<file path="src/rtl/can_fault_tracker.sv">
module can_fault_tracker #(
  parameter int CNT_W       = 8,
  parameter int WARN_LVL    = 96,
  parameter int PASSIVE_LVL = 128,
  parameter int TX_STEP     = 8,
  parameter int RX_STEP     = 1,
  parameter int IDLE_BITS   = 11,
  parameter int IDLE_COUNT  = 128
) (
  input  logic        clk,
  input  logic        rst_n,
  input  logic        reset_mode_i,
  input  logic        tx_err_i,
  input  logic        rx_err_i,
  input  logic        sample_i,
  input  logic        bus_bit_i,
  output logic [31:0] status_o,
  output logic        state_chg_o,
  output logic        tx_release_o
);
  localparam int TW = CNT_W + 1;
  localparam int RW = $clog2(IDLE_BITS);
  localparam int IW = $clog2(IDLE_COUNT);
  localparam logic [TW-1:0] TX_INC   = TX_STEP;
  localparam logic [TW-1:0] RX_INC   = RX_STEP;
  localparam logic [TW-1:0] WARN_V   = WARN_LVL;
  localparam logic [TW-1:0] PASS_V   = PASSIVE_LVL;
  localparam logic [RW-1:0] RUN_LAST = RW'(IDLE_BITS - 1);
  localparam logic [IW-1:0] IDL_LAST = IW'(IDLE_COUNT - 1);

  logic [CNT_W-1:0] rx_q;
  logic [TW-1:0]    tx_q;
  logic [RW-1:0]    run_q;
  logic [IW-1:0]    idle_q;
  logic [2:0]       flags, prev_q;
  logic             release_q;

  logic          bus_off, passive, warn, can_count, counting, run_done, recover_done;
  logic [TW-1:0] rx_wide, rx_sum, tx_sum;
  logic [CNT_W-1:0] rx_sat;

  assign rx_wide  = {1'b0, rx_q};
  assign bus_off  = tx_q[CNT_W];
  assign passive  = !bus_off && (tx_q >= PASS_V || rx_wide >= PASS_V);
  assign warn     = !bus_off && !passive && (tx_q >= WARN_V || rx_wide >= WARN_V);
  assign flags    = {bus_off, passive, warn};

  assign can_count    = !bus_off && !reset_mode_i;
  assign counting     = bus_off && !reset_mode_i && sample_i;
  assign run_done     = counting && bus_bit_i && (run_q == RUN_LAST);
  assign recover_done = run_done && (idle_q == IDL_LAST);

  assign tx_sum = tx_q + TX_INC;
  assign rx_sum = rx_wide + RX_INC;
  assign rx_sat = rx_sum[CNT_W] ? '1 : rx_sum[CNT_W-1:0];

  always_ff @(posedge clk or negedge rst_n) begin
    if (!rst_n) begin
      rx_q      <= '0;
      tx_q      <= '0;
      run_q     <= '0;
      idle_q    <= '0;
      prev_q    <= '0;
      release_q <= 1'b0;
    end else begin
      prev_q    <= flags;
      release_q <= recover_done;
      if (recover_done) begin
        rx_q   <= '0;
        tx_q   <= '0;
        run_q  <= '0;
        idle_q <= '0;
      end else begin
        if (can_count && tx_err_i) tx_q <= tx_sum;
        if (can_count && rx_err_i) rx_q <= rx_sat;
        if (!bus_off || reset_mode_i) begin
          run_q  <= '0;
          idle_q <= '0;
        end else if (counting) begin
          if (!bus_bit_i) run_q <= '0;
          else if (run_done) begin
            run_q  <= '0;
            idle_q <= idle_q + 1'b1;
          end else run_q <= run_q + 1'b1;
        end
      end
    end
  end

  always_comb begin
    status_o        = '0;
    status_o[7:0]   = 8'(rx_q);
    status_o[15:8]  = bus_off ? 8'hFF : 8'(tx_q[CNT_W-1:0]);
    status_o[19:17] = flags;
  end

  assign state_chg_o  = flags != prev_q;
  assign tx_release_o = release_q;
endmodule


</file>
<file path="config.mk">
export PLATFORM = sky130hd
export DESIGN_NAME = can_fault_tracker
export DESIGN_NICKNAME = d
export VERILOG_FILES = /design/src/rtl/can_fault_tracker.sv
export SDC_FILE = /design/constraint.sdc
export NUM_CORES = 1
export LEC_CHECK = 0
export BUFFER_PORTS_ARGS = -buffer_cell sky130_fd_sc_hd__buf_2
export CORE_MARGIN = 4
export CORE_UTILIZATION = 57
export DETAILED_ROUTE_END_ITERATION = 6
export HOLD_SLACK_MARGIN = 0.08
export PLACE_DENSITY = 0.84
export SYNTH_ARGS = -nofsm -noshare
export SYNTH_HDL_FRONTEND = slang
export SYNTH_SLANG_ARGS = --single-unit
export TNS_END_PERCENT = 5
</file>
<file path="constraint.sdc">
create_clock -name clk -period 2.4 [get_ports clk]
set_input_delay 0.12 -clock clk [delete_from_list [all_inputs] [get_ports clk]]
set_output_delay 0.12 -clock clk [all_outputs]
set_load 0.02 [all_outputs]
</file>
Yosys cells after proc, flatten, opt, wreduce, memory -nomap -nowiden
Index checks and enable logic that the tools add are counted.
Widths: inputs -> output; s select.
{"block": "totals", "ff_bits": 32, "inputBits": 7, "output_inout_bits": 34, "wordCells": 56}
{"block": "classes", "n_addsub": 4, "magnitude_cmp": 4, "n_eq_ne": 3, "mux": 16, "n_reduce_logical": 23}
{"op": "$mux 7", "n": 5}
{"op": "$mux 8", "n": 4}
{"op": "$mux 4", "n": 5}
{"op": "$mux 9", "n": 2}
{"op": "$logic_and 1x1->1", "n": 11}
{"op": "$add 8x1->9 const B", "n": 1}
{"op": "$add 9x4->9 const B", "n": 1}
{"op": "$ge 9x7->1 const B", "n": 1}
{"op": "$ge 9x8->1 const B", "n": 1}
{"op": "$reduce_bool 3->1", "n": 3}
{"op": "$ge 8x7->1 const B", "n": 1}
{"op": "$ge 8x8->1 const B", "n": 1}
{"op": "$add 7x1->7 const B", "n": 1}
{"op": "$eq 7x7->1 const B", "n": 1}
{"op": "$add 4x1->4 const B", "n": 1}
{"op": "$eq 4x4->1 const B", "n": 1}
{"op": "$reduce_bool 2->1", "n": 2}
{"op": "$logic_not 1->1", "n": 3}
{"op": "$logic_or 1x1->1", "n": 3}
{"op": "$ne 3x3->1", "n": 1}
{"op": "$reduce_and 3->1", "n": 1}

Depth between registers and ports, before layout
{"block": "depth", "word_depth": 10, "depth_mapped": 7, "ltp_nobuf": 6}

Least setup slack after synthesis
OpenSTA, ideal clock, no wires.
{"block": "synth_timing", "path_kind": "register to register", "startpoint": "register run_q[0]", "endpoint": "register rx_q[2]", "arrival_ps": 1430, "t_required_ps": 2280, "setup_slack_ps": 850, "path_stages_with_launch": 8, "n_path_buf": 1, "period_less_slack_ps": 1550, "path_cell_list": "dfrtp_1 -> inv_1 -> ha_1 -> nand3b_4 -> or2_4 -> nor3_4 -> buf_6 -> nor2_1"}
{"block": "synth_between", "elab_chain_len": 4, "elab_cells_between_ends": 5, "cone_classes": "eq/ne: 1; mux: 1; reduce/logical: 3"}
{"element": "start: declaration", "line": "33", "rtl": "logic [RW-1:0] run_q;"}
{"element": "start signal: assignment", "line": "84", "rtl": "end else run_q <= run_q + 1'b1;"}
{"element": "$eq 4x4->1 *", "line": "50", "rtl": "assign run_done = counting && bus_bit_i && (run_q == RUN_LAST);"}
{"element": "$logic_and 1x1->1 *", "line": "50"}
{"element": "$logic_and 1x1->1 *", "line": "51", "rtl": "assign recover_done = run_done && (idle_q == IDL_LAST);"}
{"element": "net recover_done", "line": "38", "rtl": "logic bus_off, passive, warn, can_count, counting, run_done, recover_done;"}
{"element": "$mux 8 / $reduce_bool 2->1 (equally long branches)"}
{"element": "end signal: assignment", "line": "75", "rtl": "if (can_count && rx_err_i) rx_q <= rx_sat;"}
{"element": "end: declaration", "line": "31", "rtl": "logic [CNT_W-1:0] rx_q;"}
The timed path passes the listed nets; every way through them passes the cells marked *.
A chain may end at the register's enable or synchronous reset.

Worst setup path in the final report
{"block": "layout_timing", "startpoint": "register run_q[0]", "endpoint": "register rx_q[0]"}
{"block": "layout_between", "elab_chain_len": 4, "elab_cells_between_ends": 5, "cone_classes": "eq/ne: 1; mux: 1; reduce/logical: 3"}
{"element": "$eq 4x4->1 *", "line": "50"}
{"element": "$logic_and 1x1->1 *", "line": "50"}
{"element": "$logic_and 1x1->1 *", "line": "51"}
{"element": "$mux 8 / $reduce_bool 2->1 (equally long branches)"}
Every way passes the cells marked *; elsewhere a longest branch is shown, timed or not.

==> out/results.tsv <==
stage	metric	value	unit
finish	fin cells	243	
clock_tree	clock transition at the register clock pins on the worst setup and hold paths after CTS	0.09	ns
worst_setup_path	source of the critical timing path	run_q[0]$_DFFE_PN0P_	
clock_tree	Inserted Clock Buffers	5	
logic_synthesis	count of yosys warnings during synthesis	0	
finish	leading cell type in the layout, fill and taps excluded	sky130_fd_sc_hd__dfrtp_1	
finish	number of fill cells	240	
logic_synthesis	post-synthesis async set-or-reset flop share	100	%
clock_tree	CTS tree	done	
finish	proportion of layout cells with a drive suffix above 1	23.1	%
route	remaining antenna violation count	0	
sta	Final period util	77.0	%
logic_synthesis	number of flops mapped to enable cells by yosys	0	
clock_tree	CTS H-tree depth	2	
logic_synthesis	synthesized instance count	186	
logic_synthesis	post-synthesis instance area	1760	µm²
logic_synthesis	post-synthesis sequential area ratio	41.2	%
power	maximum ir drop on the vdd rail	731	µV
route	DRC violation count after routing	0	
logic_synthesis	average size of a mapped cell	9.48	µm²
worst_setup_path	slack of the worst reg-to-reg path	0.55	ns
finish	Finished Cell Area	1890	µm²
logic_synthesis	register bit count reported by yosys	29	
route	wire length after detailed routing	3.43	mm
power	leakage power	0.936	nW
power	ratio of total power to cell area	943	nW/µm²
finish	count of antenna diodes in the layout	0	
sta	fmax	541	MHz
sta	final worst-path setup slack	0.552	ns
power	power dissipated by switching net loads	769	µW
worst_setup_path	endpoint required time on the critical path	2.59	ns
power	sequential share of power	41.7	%
placed_design	post-detailed-placement cell area	1830	µm²
route	routed wire length per instance	14.1	µm
clock_tree	TritonCTS sink count	29	
sta	Tightest Pin Transition	0.633	ns
sta	largest clock skew in the final design	0.00672	ns
finish	top library cells by usage in the layout, fill and taps aside	sky130_fd_sc_hd__dfrtp_1 (29), sky130_fd_sc_hd__buf_2 (27), sky130_fd_sc_hd__nor2_1 (24), sky130_fd_sc_hd__conb_1 (13), sky130_fd_sc_hd__nand3_1 (10)	
worst_setup_path	kind of end point of the critical path	register	
route	Iteration-0 DRC Markers	60	
grt	largest net degree at the start of global routing	30	
logic_synthesis	most used flip-flop cell after synthesis	sky130_fd_sc_hd__dfrtp_1	
run	MaxCap Viol Count	0	
clock_tree	deepest clock path buffer count	2	
sta	RSZ-0062 raised after global routing	no	
worst_setup_path	worst endpoint data arrival time	2.04	ns
sta	Total Neg Setup Slack	0	ns
floorplan	die outline width	63.6	µm
floorplan	core footprint	2850	µm²
min_path	Tightest Hold Check Type	primary input to register	
grt	vias in the first global route	1281	
floorplan	die height	63.6	µm
sta	number of hold-slack violations in the final timing report	0	
floorplan	number of top-level pins	41	
clock_tree	clock latency reported for the late side of the worst-skew pair	0.32	ns
route	DRT Pass-1 Iters	4	
sta	setup-violating endpoint count in the final report	0	
outcome	run status	finished clean	
grt	global-route wire length before repair	5.81	mm
placed_design	Post-DP HPWL	2.52	mm
route	via total after detailed routing	1371	
logic_synthesis	Netlist cell types	47	
route	post-detailed-route via-to-cell ratio	5.64	
power	internal power summed over all cells	1.02	mW
grt	total routing resource utilization after global routing	18.4	%
finish	Syn-to-layout area delta	7.38	%
sta	min cycle time layout	1.85	ns
clock_tree	CTS root buffer	sky130_fd_sc_hd__clkbuf_4	
grt	overflow left after global routing	0	
finish	number of nets in the finished design	225	
placed_design	post-placement worst setup slack	0.526	ns
worst_setup_path	category of the worst setup path launch point	register	
placed_design	number of placed cells counting well taps	235	
worst_setup_path	critical path fanouts, max	15	
placed_design	final weighted congestion in routability-driven placement	0.943	
power	total power	1.79	mW
sta	max-slew violation count	0	
power	portion of total power attributed to combinational logic	41.6	%
grt	initial antenna violation count	0	
placed_design	I/O Buffers	27	
power	fraction of power consumed by the clock network	16.7	%
floorplan	die area	4050	µm²
worst_setup_path	worst setup path category	register to register	
power	switching power as a share of total power	43.1	%
worst_setup_path	Critical R2R Launch	run_q[0]$_DFFE_PN0P_	
floorplan	initial core utilization	61.8	%
floorplan	row count	19	
min_path	Hold Path Origin	bus_bit_i	
sta	worst max-slew margin expressed relative to the limit	57.8	%
==> metrics by stage <==
stage	util [%]	hold slack, ns
6_report	66.4	0.118
5_1_grt	66.4	0.116
4_1_cts	66.4	0.118
3_5_place_dp	64.1	0.184
3_3_place_gp	64.1	0.169
2_1_floorplan	-	-0.176
==> power groups by stage <==
stage	logic (mW)	clock network (mW)	registers, mW
2_1_floorplan	0.521	0	0.778
3_3_place_gp	0.722	0	0.741
3_5_place_dp	0.754	0	0.744
4_1_cts	0.756	0.305	0.740
5_1_grt	0.810	0.337	0.763
6_report	0.742	0.298	0.745
==> routing by layer <==
| metal | routed length (µm) | part of all wire [%] | global-route usage [%] | up-vias |
|---|---|---|---|---|
| met5 | 0 | 0 | 0 | - |
| met4 | 61 | 1.8 | 7.01 | 0 |
| met3 | 187 | 5.4 | 5.86 | 8 |
| met2 | 1670 | 49 | 31.3 | 38 |
| met1 | 1520 | 44 | 21.5 | 653 |
| li1 | - | - | - | 672 |
==> registers in the layout (all words and copies together) (netlist names) <==
name and flops:
run_q 4, rx_q 8, idle_q 7, tx_release_o 1, tx_q 6, prev_q 3
==> synthesized netlist by cell type, types with 2 or more instances <==
master,instances,area [µm²]
sky130_fd_sc_hd__nor2b_1,3,18.8
sky130_fd_sc_hd__nand4_1,6,37.5
sky130_fd_sc_hd__and3_1,2,12.5
sky130_fd_sc_hd__nor3_4,2,32.5
sky130_fd_sc_hd__o31ai_1,2,15.0
sky130_fd_sc_hd__nand2b_1,3,18.8
sky130_fd_sc_hd__or2_2,5,31.3
sky130_fd_sc_hd__nand3_1,10,50.1
sky130_fd_sc_hd__xnor2_1,4,35.0
sky130_fd_sc_hd__a21oi_1,5,25.0
sky130_fd_sc_hd__or3_1,2,12.5
sky130_fd_sc_hd__xor2_1,3,26.3
sky130_fd_sc_hd__a31oi_1,3,18.8
sky130_fd_sc_hd__and4_1,2,17.5
sky130_fd_sc_hd__inv_1,6,22.5
sky130_fd_sc_hd__nor3_1,6,30.0
sky130_fd_sc_hd__nand2_1,8,30.0
sky130_fd_sc_hd__ha_1,6,75.1
sky130_fd_sc_hd__clkbuf_1,2,7.51
sky130_fd_sc_hd__o21a_1,2,15.0
sky130_fd_sc_hd__buf_4,19,143
sky130_fd_sc_hd__o21ai_0,7,35.0
sky130_fd_sc_hd__dfrtp_1,29,726
sky130_fd_sc_hd__nor2_1,24,90.1
sky130_fd_sc_hd__mux2i_1,3,30.0
==> final cells by class <==
class                   instances  area (µm²)  area share, %
clock buffers                   7        55.1           2.91
inverters                       6        22.5           1.19
repair buffers                 29         153           8.06
flip-flops and latches         29         726           38.3
multi-input cells             141         898           47.5
well taps                      31        38.8           2.05
==> critical path, cell delays in order, from the launching register on <==
cell	delay (ns)
sky130_fd_sc_hd__dfrtp_1	0.40
sky130_fd_sc_hd__inv_1	0.09
sky130_fd_sc_hd__ha_1	0.22
sky130_fd_sc_hd__nand3b_4	0.12
sky130_fd_sc_hd__or2_4	0.27
sky130_fd_sc_hd__nor3_4	0.47
sky130_fd_sc_hd__o31ai_1	0.14
==> path summary, 6_finish.rpt <==
check,to,cells after the start
worst max-delay path,rx_q[0]$_DFFE_PN0P_,6
worst min-delay path,run_q[3]$_DFFE_PN0P_,3
worst max register to register,rx_q[0]$_DFFE_PN0P_,6
worst min register to register,idle_q[1]$_DFFE_PN0P_,2
max in group asynchronous,idle_q[1]$_DFFE_PN0P_,2
min in group asynchronous,idle_q[6]$_DFFE_PN0P_,2
==> timing repair <==
action	4_1_cts	5_1_grt
gates resized for setup	0	0
setup buffers	0	0
hold endpoints to repair	29	0
hold buffers	1	0
==> cell families after synthesis <==
| family | after synthesis | synth area share, % |
|---|---|---|
| AO/OA/AOI/OAI | 26 | 9.65 |
| adder cells (fa/ha/maj) | 6 | 4.26 |
| multiplexers | 4 | 2.34 |
| XOR/XNOR | 7 | 3.48 |
| flip-flops | 29 | 41.2 |
| buffers and inverters | 28 | 10.4 |
| other | 1 | 0.213 |
| AND/OR/NAND/NOR | 85 | 28.5 |
Power figures use the tool's default switching activity.
